**src/rtl/dma_reg_pkg.sv**
```systemverilog
package dma_reg_pkg;

  // Strobes passed from the decode/control block to the register datapath.
  typedef struct packed {
    logic cntLoad;     // count register write
    logic addrHiLoad;  // address window write, upper half
    logic addrLoLoad;  // address window write, lower half
    logic xferStep;    // accepted transfer step
    logic cntRead;     // count register read
  } regStrobes_t;

endpackage

```
**src/rtl/dma_reg_ctrl.sv**
```systemverilog
module dma_reg_ctrl
  import dma_reg_pkg::*;
#(
  parameter int ZONE_W       = 2,
  parameter int ZONE_VAL     = 1,
  parameter int REGION_W     = 4,
  parameter int COUNT_REGION = 6,
  parameter int ADDR_REGION  = 13
) (
  input  logic                clk,
  input  logic                rstN,
  input  logic [ZONE_W-1:0]   zoneBits,
  input  logic [REGION_W-1:0] regionBits,
  input  logic                halfSel,
  input  logic                cpuWr,
  input  logic                cpuRd,
  input  logic                xferDone,
  input  logic                dmaEnable,
  output regStrobes_t         strb
);

  localparam logic [ZONE_W-1:0]   ZoneMatch  = ZONE_W'(ZONE_VAL);
  localparam logic [REGION_W-1:0] CountMatch = REGION_W'(COUNT_REGION);
  localparam logic [REGION_W-1:0] AddrMatch  = REGION_W'(ADDR_REGION);

  logic inZone;
  logic selCount;
  logic selAddr;

  always_comb begin
    inZone   = (zoneBits == ZoneMatch);
    selCount = inZone && (regionBits == CountMatch);
    selAddr  = inZone && (regionBits == AddrMatch);

    strb.cntLoad    = cpuWr && selCount;
    strb.addrHiLoad = cpuWr && selAddr && halfSel;
    strb.addrLoLoad = cpuWr && selAddr && !halfSel;
    strb.cntRead    = cpuRd && selCount;
    // a count write overrides a simultaneous transfer step
    strb.xferStep   = xferDone && dmaEnable && !strb.cntLoad;
  end


  no_step_when_off_chk: assert property (@(posedge clk) disable iff (!rstN)
    !dmaEnable |-> !strb.xferStep);


  write_beats_step_chk: assert property (@(posedge clk) disable iff (!rstN)
    (cpuWr && selCount && xferDone) |-> !strb.xferStep);

endmodule

```
**src/rtl/dma_reg_datapath.sv**
```systemverilog
module dma_reg_datapath
  import dma_reg_pkg::*;
#(
  parameter int CNT_W  = 14,
  parameter int DMA_AW = 22,
  parameter int LOW_W  = 8
) (
  input  logic                 clk,
  input  logic                 rstN,
  input  regStrobes_t          strb,
  input  logic [DMA_AW-2:1]    loadBits,   // CPU address bits used for loading
  input  logic [CNT_W+1:0]     cpuData,
  output logic [CNT_W+1:0]     rdData,
  output logic [DMA_AW-1:0]    dmaAddr,
  output logic [CNT_W-1:0]     dmaCount,
  output logic                 dmaDirFlag,
  output logic                 dmaEnable,
  output logic                 dummyReq,
  output logic                 countTerm
);

  localparam int HI_W   = DMA_AW - 1 - LOW_W;
  localparam int DIR_BIT = CNT_W;
  localparam int EN_BIT  = CNT_W + 1;
  localparam logic [CNT_W-1:0] CntMax = {CNT_W{1'b1}};

  logic [DMA_AW-2:0] addrWord;   // byte address bits DMA_AW-1:1
  logic [CNT_W-1:0]  cntReg;

  always_ff @(posedge clk or negedge rstN) begin
    if (!rstN) begin
      cntReg     <= '0;
      dmaDirFlag <= 1'b0;
      dmaEnable  <= 1'b0;
      dummyReq   <= 1'b0;
      countTerm  <= 1'b0;
    end else begin
      dummyReq <= 1'b0;
      if (strb.cntLoad) begin
        cntReg     <= cpuData[CNT_W-1:0] + CNT_W'(1);
        dmaDirFlag <= cpuData[DIR_BIT];
        dmaEnable  <= cpuData[EN_BIT];
        dummyReq   <= !cpuData[DIR_BIT];
        countTerm  <= 1'b0;
      end else if (strb.xferStep) begin
        cntReg <= cntReg + CNT_W'(1);
        if (cntReg == CntMax) countTerm <= 1'b1;
      end
    end
  end

  always_ff @(posedge clk or negedge rstN) begin
    if (!rstN) begin
      addrWord <= '0;
    end else if (strb.addrHiLoad || strb.addrLoLoad) begin
      if (strb.addrHiLoad) addrWord[DMA_AW-2:LOW_W] <= loadBits[HI_W:1];
      if (strb.addrLoLoad) addrWord[LOW_W-1:0]      <= loadBits[LOW_W:1];
    end else if (strb.xferStep) begin
      addrWord <= addrWord + (DMA_AW-1)'(1);
    end
  end

  always_comb begin
    dmaAddr  = {addrWord, 1'b0};
    dmaCount = cntReg;
    rdData   = strb.cntRead ? {2'b11, cntReg} : '0;
  end


  count_load_chk: assert property (@(posedge clk) disable iff (!rstN)
    strb.cntLoad |=> dmaCount == ($past(cpuData[CNT_W-1:0]) + CNT_W'(1)));


  dummy_src_chk: assert property (@(posedge clk) disable iff (!rstN)
    dummyReq |-> ($past(strb.cntLoad) && !$past(cpuData[DIR_BIT])));


  hi_keeps_low_chk: assert property (@(posedge clk) disable iff (!rstN)
    (strb.addrHiLoad && !strb.addrLoLoad) |=> dmaAddr[LOW_W:1] == $past(dmaAddr[LOW_W:1]));


  idle_hold_chk: assert property (@(posedge clk) disable iff (!rstN)
    (!dmaEnable && !strb.cntLoad && !strb.addrHiLoad && !strb.addrLoLoad)
      |=> ($stable(dmaCount) && $stable(dmaAddr)));


  addr_step_chk: assert property (@(posedge clk) disable iff (!rstN)
    (strb.xferStep && !strb.addrHiLoad && !strb.addrLoLoad)
      |=> dmaAddr == ($past(dmaAddr) + DMA_AW'(2)));


  term_cause_chk: assert property (@(posedge clk) disable iff (!rstN)
    $rose(countTerm) |-> ($past(strb.xferStep) && $past(dmaCount) == CntMax));

endmodule

```
**src/rtl/dma_reg_unit.sv**
```systemverilog
module dma_reg_unit
  import dma_reg_pkg::*;
#(
  parameter int CPU_AW       = 24,
  parameter int CNT_W        = 14,
  parameter int DMA_AW       = 22,
  parameter int LOW_W        = 8,
  parameter int ZONE_VAL     = 1,
  parameter int COUNT_REGION = 6,
  parameter int ADDR_REGION  = 13
) (
  input  logic              clk,
  input  logic              rstN,
  input  logic [CPU_AW-1:0] cpuAddr,
  input  logic [CNT_W+1:0]  cpuData,
  input  logic              cpuWr,
  input  logic              cpuRd,
  input  logic              xferDone,
  output logic [CNT_W+1:0]  rdData,
  output logic [DMA_AW-1:0] dmaAddr,
  output logic [CNT_W-1:0]  dmaCount,
  output logic              dmaDirFlag,
  output logic              dmaEnable,
  output logic              dummyReq,
  output logic              countTerm
);

  localparam int ZONE_W     = 2;
  localparam int REGION_W   = 4;
  localparam int REGION_LSB = 16;
  localparam int HALF_BIT   = 14;

  regStrobes_t strb;
  logic unusedAddrBits;

  assign unusedAddrBits = ^{cpuAddr[CPU_AW-ZONE_W-1:REGION_LSB+REGION_W],
                            cpuAddr[REGION_LSB-1:HALF_BIT+1], cpuAddr[0]};

  dma_reg_ctrl #(
    .ZONE_W(ZONE_W), .ZONE_VAL(ZONE_VAL), .REGION_W(REGION_W),
    .COUNT_REGION(COUNT_REGION), .ADDR_REGION(ADDR_REGION)
  ) u_ctrl (
    .clk(clk), .rstN(rstN),
    .zoneBits(cpuAddr[CPU_AW-1:CPU_AW-ZONE_W]),
    .regionBits(cpuAddr[REGION_LSB+REGION_W-1:REGION_LSB]),
    .halfSel(cpuAddr[HALF_BIT]),
    .cpuWr(cpuWr), .cpuRd(cpuRd), .xferDone(xferDone),
    .dmaEnable(dmaEnable), .strb(strb)
  );

  dma_reg_datapath #(
    .CNT_W(CNT_W), .DMA_AW(DMA_AW), .LOW_W(LOW_W)
  ) u_dp (
    .clk(clk), .rstN(rstN), .strb(strb),
    .loadBits(cpuAddr[DMA_AW-2:1]), .cpuData(cpuData),
    .rdData(rdData), .dmaAddr(dmaAddr), .dmaCount(dmaCount),
    .dmaDirFlag(dmaDirFlag), .dmaEnable(dmaEnable),
    .dummyReq(dummyReq), .countTerm(countTerm)
  );

endmodule

```
**config.mk**
```make
export PLATFORM = sky130hd
export DESIGN_NAME = dma_reg_unit
export DESIGN_NICKNAME = d
export VERILOG_FILES = /design/src/rtl/dma_reg_pkg.sv /design/src/rtl/dma_reg_ctrl.sv /design/src/rtl/dma_reg_datapath.sv /design/src/rtl/dma_reg_unit.sv
export SDC_FILE = /design/constraint.sdc
export NUM_CORES = 1
export LEC_CHECK = 0
export ABC_CLOCK_PERIOD_IN_PS = 1900
export CORE_MARGIN = 8
export CORE_UTILIZATION = 41
export CTS_CLUSTER_DIAMETER = 120
export DETAILED_ROUTE_END_ITERATION = 6
export GPL_ROUTABILITY_DRIVEN = 0
export PLACE_DENSITY = 0.78
export SETUP_SLACK_MARGIN = 0.4
export SYNTH_ARGS = -nofsm -noshare
export SYNTH_HDL_FRONTEND = slang
export SYNTH_SLANG_ARGS = --single-unit
```
**constraint.sdc**
```tcl
create_clock -name clk -period 1.9 [get_ports clk]
set_clock_uncertainty 0.2 [all_clocks]
set_input_delay 0.285 -clock clk [delete_from_list [all_inputs] [get_ports clk]]
set_output_delay 0.285 -clock clk [all_outputs]
set_load 0.005 [all_outputs]
```
After elaboration in Yosys (flattened, before gate mapping) --
Cells that the tools add are included.
Word-level totals: register bits 39, logic and storage cells 46
Operators by class: add/subtract/negate cells 3, equal/unequal tests 6, mux-type cells 11, reductions and logical operators 19
Operators with widths (number):
- 21-bit 2-to-1 mux | 2
- 14-bit by 1-bit adder with 14-bit output (second input constant) | 2
- 14-bit 2-to-1 mux | 2
- 21-bit by 1-bit adder with 21-bit output (second input constant) | 1
- 16-bit 2-to-1 mux | 1
- 14-bit equality test (second input constant) | 1
- 13-bit 2-to-1 mux | 1
- 1-bit logical AND | 9
- 8-bit 2-to-1 mux | 1
- 2-bit AND reduction | 3
- 2-bit nonzero test | 3
- 4-bit by 3-bit equality test with 1-bit output (second input constant) | 1
- 4-bit equality test (second input constant) | 1
- 1-bit 2-to-1 mux | 4
- 2-bit by 1-bit inequality test with 1-bit output (second input constant) | 2
- 1-bit zero test | 3
- 2-bit by 1-bit equality test with 1-bit output (second input constant) | 1
- 1-bit logical OR | 1

Depth between registers and ports, before layout --
depth after elaboration 7, mapped depth 12

Modules after synthesis --
A second synthesis with hierarchy kept.
Second synthesis, totals: cells, all modules 289, area, all modules 2591.2 um2
By module, submodules not included:
- dma_reg_datapath | times used 1, cells an instance 280, area an instance 2513.7 um2, sequential area each 975.9 um2
- dma_reg_ctrl | times used 1, cells an instance 9, area an instance 77.6 um2, sequential area each 0.0 um2

Worst setup path after synthesis --
OpenSTA, ideal clock, no wires.
path type in2reg, start in cpuAddr[16], end reg u_dp.cntReg[10], in the netlist u_dp.dmaCount[10], library setup time 0.132 ns, arrival 2.407 ns, path slack -0.839 ns, cell stages on the path 12, buffers on the path 2, path through or3b_1 -> buf_6 -> nor2_4 -> buf_2 -> nand2_1 -> nand2_1 -> ha_1 -> inv_1 -> nor4_1 -> and3_1 -> xnor2_1 -> mux2i_1
Between the ends: longest elaborated chain between the ends 6
Ends and longest elaborated chain:
- from (decl) | RTL line dma_reg_unit.sv:14 | input logic [CPU_AW-1:0] cpuAddr,
- 4-bit by 3-bit equality test with 1-bit output * | RTL line dma_reg_ctrl.sv:32 | selCount = inZone && (regionBits == CountMatch);
- 1-bit logical AND * | RTL line dma_reg_ctrl.sv:32
- 1-bit logical AND * | RTL line dma_reg_ctrl.sv:35 | strb.cntLoad = cpuWr && selCount;
- 1-bit zero test | RTL line dma_reg_ctrl.sv:40 | strb.xferStep = xferDone && dmaEnable && !strb.cntLoad;
- 1-bit logical AND | RTL line dma_reg_ctrl.sv:40
- 2-bit nonzero test (no line)
- to (signal assigned) | RTL line dma_reg_datapath.sv:40 | cntReg <= cpuData[CNT_W-1:0] + CNT_W'(1);
- to (signal assigned) | RTL line dma_reg_datapath.sv:46 | cntReg <= cntReg + CNT_W'(1);
- to (decl) | RTL line dma_reg_datapath.sv:28 | logic [CNT_W-1:0] cntReg;
Mark *: on every way between the ends. The rest lies on a longest branch, timed or not. A chain may end at the register's enable or synchronous reset.

Worst setup path in the final report --
start in cpuAddr[19], end reg u_dp.cntReg[4], in the netlist u_dp.dmaCount[4]
Same word-level chain as after synthesis.

==> metrics.md <==
| Metric | Value |
|---|---|
| Global route overflow | 0 |
| Hold Vio Cnt, Final | 0 |
| DR iter-0 viols | 234 |
| Number of global-route vias before repair | 3916 |
| GRT Overall Usage | 0.258 |
| Global-route wire length before repair | 20100 um |
| Num rows | 30 |
| Multi-input logic area | 2200 um^2 |
| Fillers | 320 |
| EDFF count, synth | 0 |
| Reg clk slew, reported paths | 0.09 ns |
| Worst Path Required | 1.88 ns |
| Die Span Y | 97.8 um |
| Initial Util | 0.413 |
| Final Worst Setup Slack | -0.283 ns |
| Clk_lat worst skew | 0.30 ns |
| I/O pins | 101 |
| # port buffers | 95 |
| Failing checks | negative setup slack |
| Remaining DRCs | 0 |
| Seq/Total Area, Yosys | 0.356 |
| P_sw | 1.29 mW |
| Async SR Flop Fraction | 1.00 |
| Max_cap viols | 0 |
| Avg Cell Area, Syn | 8.71 um^2 |
| Vias per inst | 6.04 |
| Clock share of power | 0.168 |
| Max Fclk | 0.458 GHz |
| Met2 usage in global routing | 0.468 |
| Die outline width | 97.8 um |
| Switching part of the total power | 0.356 |
| DR pass1 iterations | 6 |
| ANT cells | 0 |
| Mapped Nets | 362 |
| Count of cell types in the netlist | 55 |
| Dpl hpwl | 7330 um |
| WS Path Type | primary input to flip-flop |
| Total Power | 3.63 mW |
| Met3 Track Usage GR | 0.0661 |
| Pin count of the biggest net entering global routing | 19 |
| Area of the core | 6640 um^2 |
| Status | finished with violations |
| Period minus WS final | 2.18 ns |
| GR Layer Usage met1 | 0.276 |
| Register area | 986 um^2 |
| Clock buffer count from CTS | 5 |
| Fin nets | 598 |
| Layout cells sized above 1 | 0.563 |
| Share of power burned in registers | 0.305 |
| Fin Setup TNS | -4.19 ns |
| Setup violations, final | 34 |
| Max rail drop VDD | 0.000357 V |
| Int Power | 2.34 mW |
| Commonest cells after routing, fill and taps aside | 82 x buf_6, 82 x buf_4, 31 x dfrtp_1, 25 x nand2_1, 25 x clkdlybuf4s50_1 |
| Register bit count reported by yosys | 39 |
| Worst min path class | primary input to async pin |
| Die area | 9570 um^2 |
| Root Buffer | clkbuf_8 |
| Avg WL per Cell | 22.8 um |
| Critical Path Start Type | primary input |
| Initial antenna violation count | 0 |
| Mapped Area | 2750 um^2 |
| Worst-path maximum fanout | 4 |
| CP Capture Type | flip-flop |
| CP arrival | 2.16 ns |
| RSZ-0062 raised after global routing | true |
| Comb pwr share | 0.526 |
| Power Density | 636 nW/um^2 |
| CTS tree | done |
| Max-slew violations | 0 |
| Final wirelength | 14400 um |
| Synthesis warning total | 0 |
| Post-route ant nets | 0 |
| Post-Syn Instances | 315 |
| P_leak | 2.67 nW |
| Longest Clk Path Bufs | 2 |
| Grt peak-use layer | met2 |
| Syn-to-layout area delta | 108% |
| Top FF cell, synth | dfrtp_1 |
| H-tree Lvls | 2 |
| Fin util | 0.858 |
| # clock sinks | 39 |
| Via count | 3811 |
| Tcrit/Tclk final | 1.15 |
[through the flow]
step,area (um^2),hold slack [ns],cells,setup slack [ns]
2_1_floorplan,2840,-0.211,315,-0.428
3_3_place_gp,4350,0.0277,546,-0.772
3_5_place_dp,4350,0.0395,546,-0.818
4_1_cts,5230,0.255,620,-0.262
5_1_grt,5700,0.289,631,-0.331
6_report,5700,0.248,631,-0.283
[worst paths after layout]
| kind | startpoint | endpoint | slack [ns] | cells after the start |
|---|---|---|---|---|
| max | cpuAddr[19] | u_dp.dmaCount[4] | -0.28 | 14 |
| min | rstN | u_dp.addrWord[4] | 0.25 | 2 |
| max reg2reg | u_dp.addrWord[1] | u_dp.addrWord[14] | -0.08 | 7 |
| min reg2reg | u_dp.dmaDirFlag | u_dp.dmaDirFlag | 0.27 | 2 |
| max in group asynchronous | rstN | u_dp.addrWord[13] | 0.68 | 3 |
| min in group clk | u_dp.dmaDirFlag | u_dp.dmaDirFlag | 0.27 | 2 |
[final cells by class]
cell class,instances,area share
inverter,4,0.00307
tap,80,0.0176
sequential,39,0.173
clock buffer,6,0.0145
timing repair buffer,242,0.405
multi-input combinational,259,0.386
clock inverter,1,0.000878
[repair_timing]
item                                    CTS  global route
gates resized for setup                 285           116
gates cloned                              3             0
setup buffers                            63            11
hold endpoints to repair                 16             0
endpoints found under the setup margin   94            68
pin swaps                                40            41
hold buffers                              1             0
[metal layers]
| metal | up-vias | part of all wire | wire [um] |
|---|---|---|---|
| met5 | - | 0 | 0 |
| met2 | 278 | 0.51 | 7370 |
| met4 | 0 | 0.044 | 629 |
| met1 | 1846 | 0.36 | 5130 |
| li1 | 1625 | - | - |
| met3 | 62 | 0.088 | 1270 |
[sequential cells by signal, summed over array words and instances, names as in the netlist]
signal / flops
u_dp.dmaEnable: 1
u_dp.addrWord: 21
u_dp.dmaCount: 14
u_dp.countTerm: 1
u_dp.dummyReq: 1
u_dp.dmaDirFlag: 1
[synth_stat cells, types with 2 or more instances]
library cell / n / area share
dfrtp_1: 39 / 0.36
nand2_1: 33 / 0.045
nor2_1: 32 / 0.044
nand3_1: 17 / 0.031
a21oi_1: 16 / 0.029
o21ai_0: 16 / 0.029
and2_1: 15 / 0.034
and3_1: 13 / 0.030
a31oi_1: 12 / 0.027
xor2_1: 11 / 0.035
xnor2_1: 10 / 0.032
o22a_1: 9 / 0.029
mux2i_1: 8 / 0.029
nand4_1: 8 / 0.018
a2bb2oi_1: 7 / 0.022
nor3_1: 5 / 0.0091
buf_6: 4 / 0.016
clkbuf_1: 4 / 0.0055
inv_1: 4 / 0.0055
a22oi_1: 3 / 0.0082
and4_1: 3 / 0.0096
buf_2: 3 / 0.0055
nor4_1: 3 / 0.0068
o21a_1: 3 / 0.0082
o22ai_1: 3 / 0.0068
a21oi_2: 2 / 0.0064
buf_4: 2 / 0.0055
ha_1: 2 / 0.0091
o21ai_1: 2 / 0.0036
[critical path, stage by stage]
cell,delay (ns)
buf_6,0.10
or3b_4,0.40
buf_6,0.14
nor2_4,0.15
nand2_2,0.09
nand2_2,0.09
ha_4,0.15
buf_6,0.11
buf_4,0.11
buf_6,0.11
nand3_2,0.08
xnor2_2,0.15
nor2_2,0.13
a21oi_1,0.06
[cells by family (layout without fill, tap and decap cells)]
family                     after synthesis  in the layout  share of synthesized area
and+or+nand+nor                        143            143                      0.284
AOI/OAI and AO/OA                       80             80                      0.196
DFF                                     39             39                      0.356
xor gates and xnor gates                21             21                     0.0670
buffers and inverters                   18            253                     0.0401
muxes                                   11             12                     0.0469
adders and majority gates                2              2                    0.00911
other                                    1              1                    0.00137
[power groups by stage]
stage | registers [mW] | clock network (mW) | logic [mW]
5_1_grt | 1.12 | 0.642 | 1.99
4_1_cts | 1.07 | 0.594 | 1.55
3_3_place_gp | 1.07 | 0 | 1.07
2_1_floorplan | 1.10 | 0 | 0.401
6_report | 1.11 | 0.611 | 1.91
3_5_place_dp | 1.08 | 0 | 1.10
Note: power is estimated with default switching activity, not from simulation.
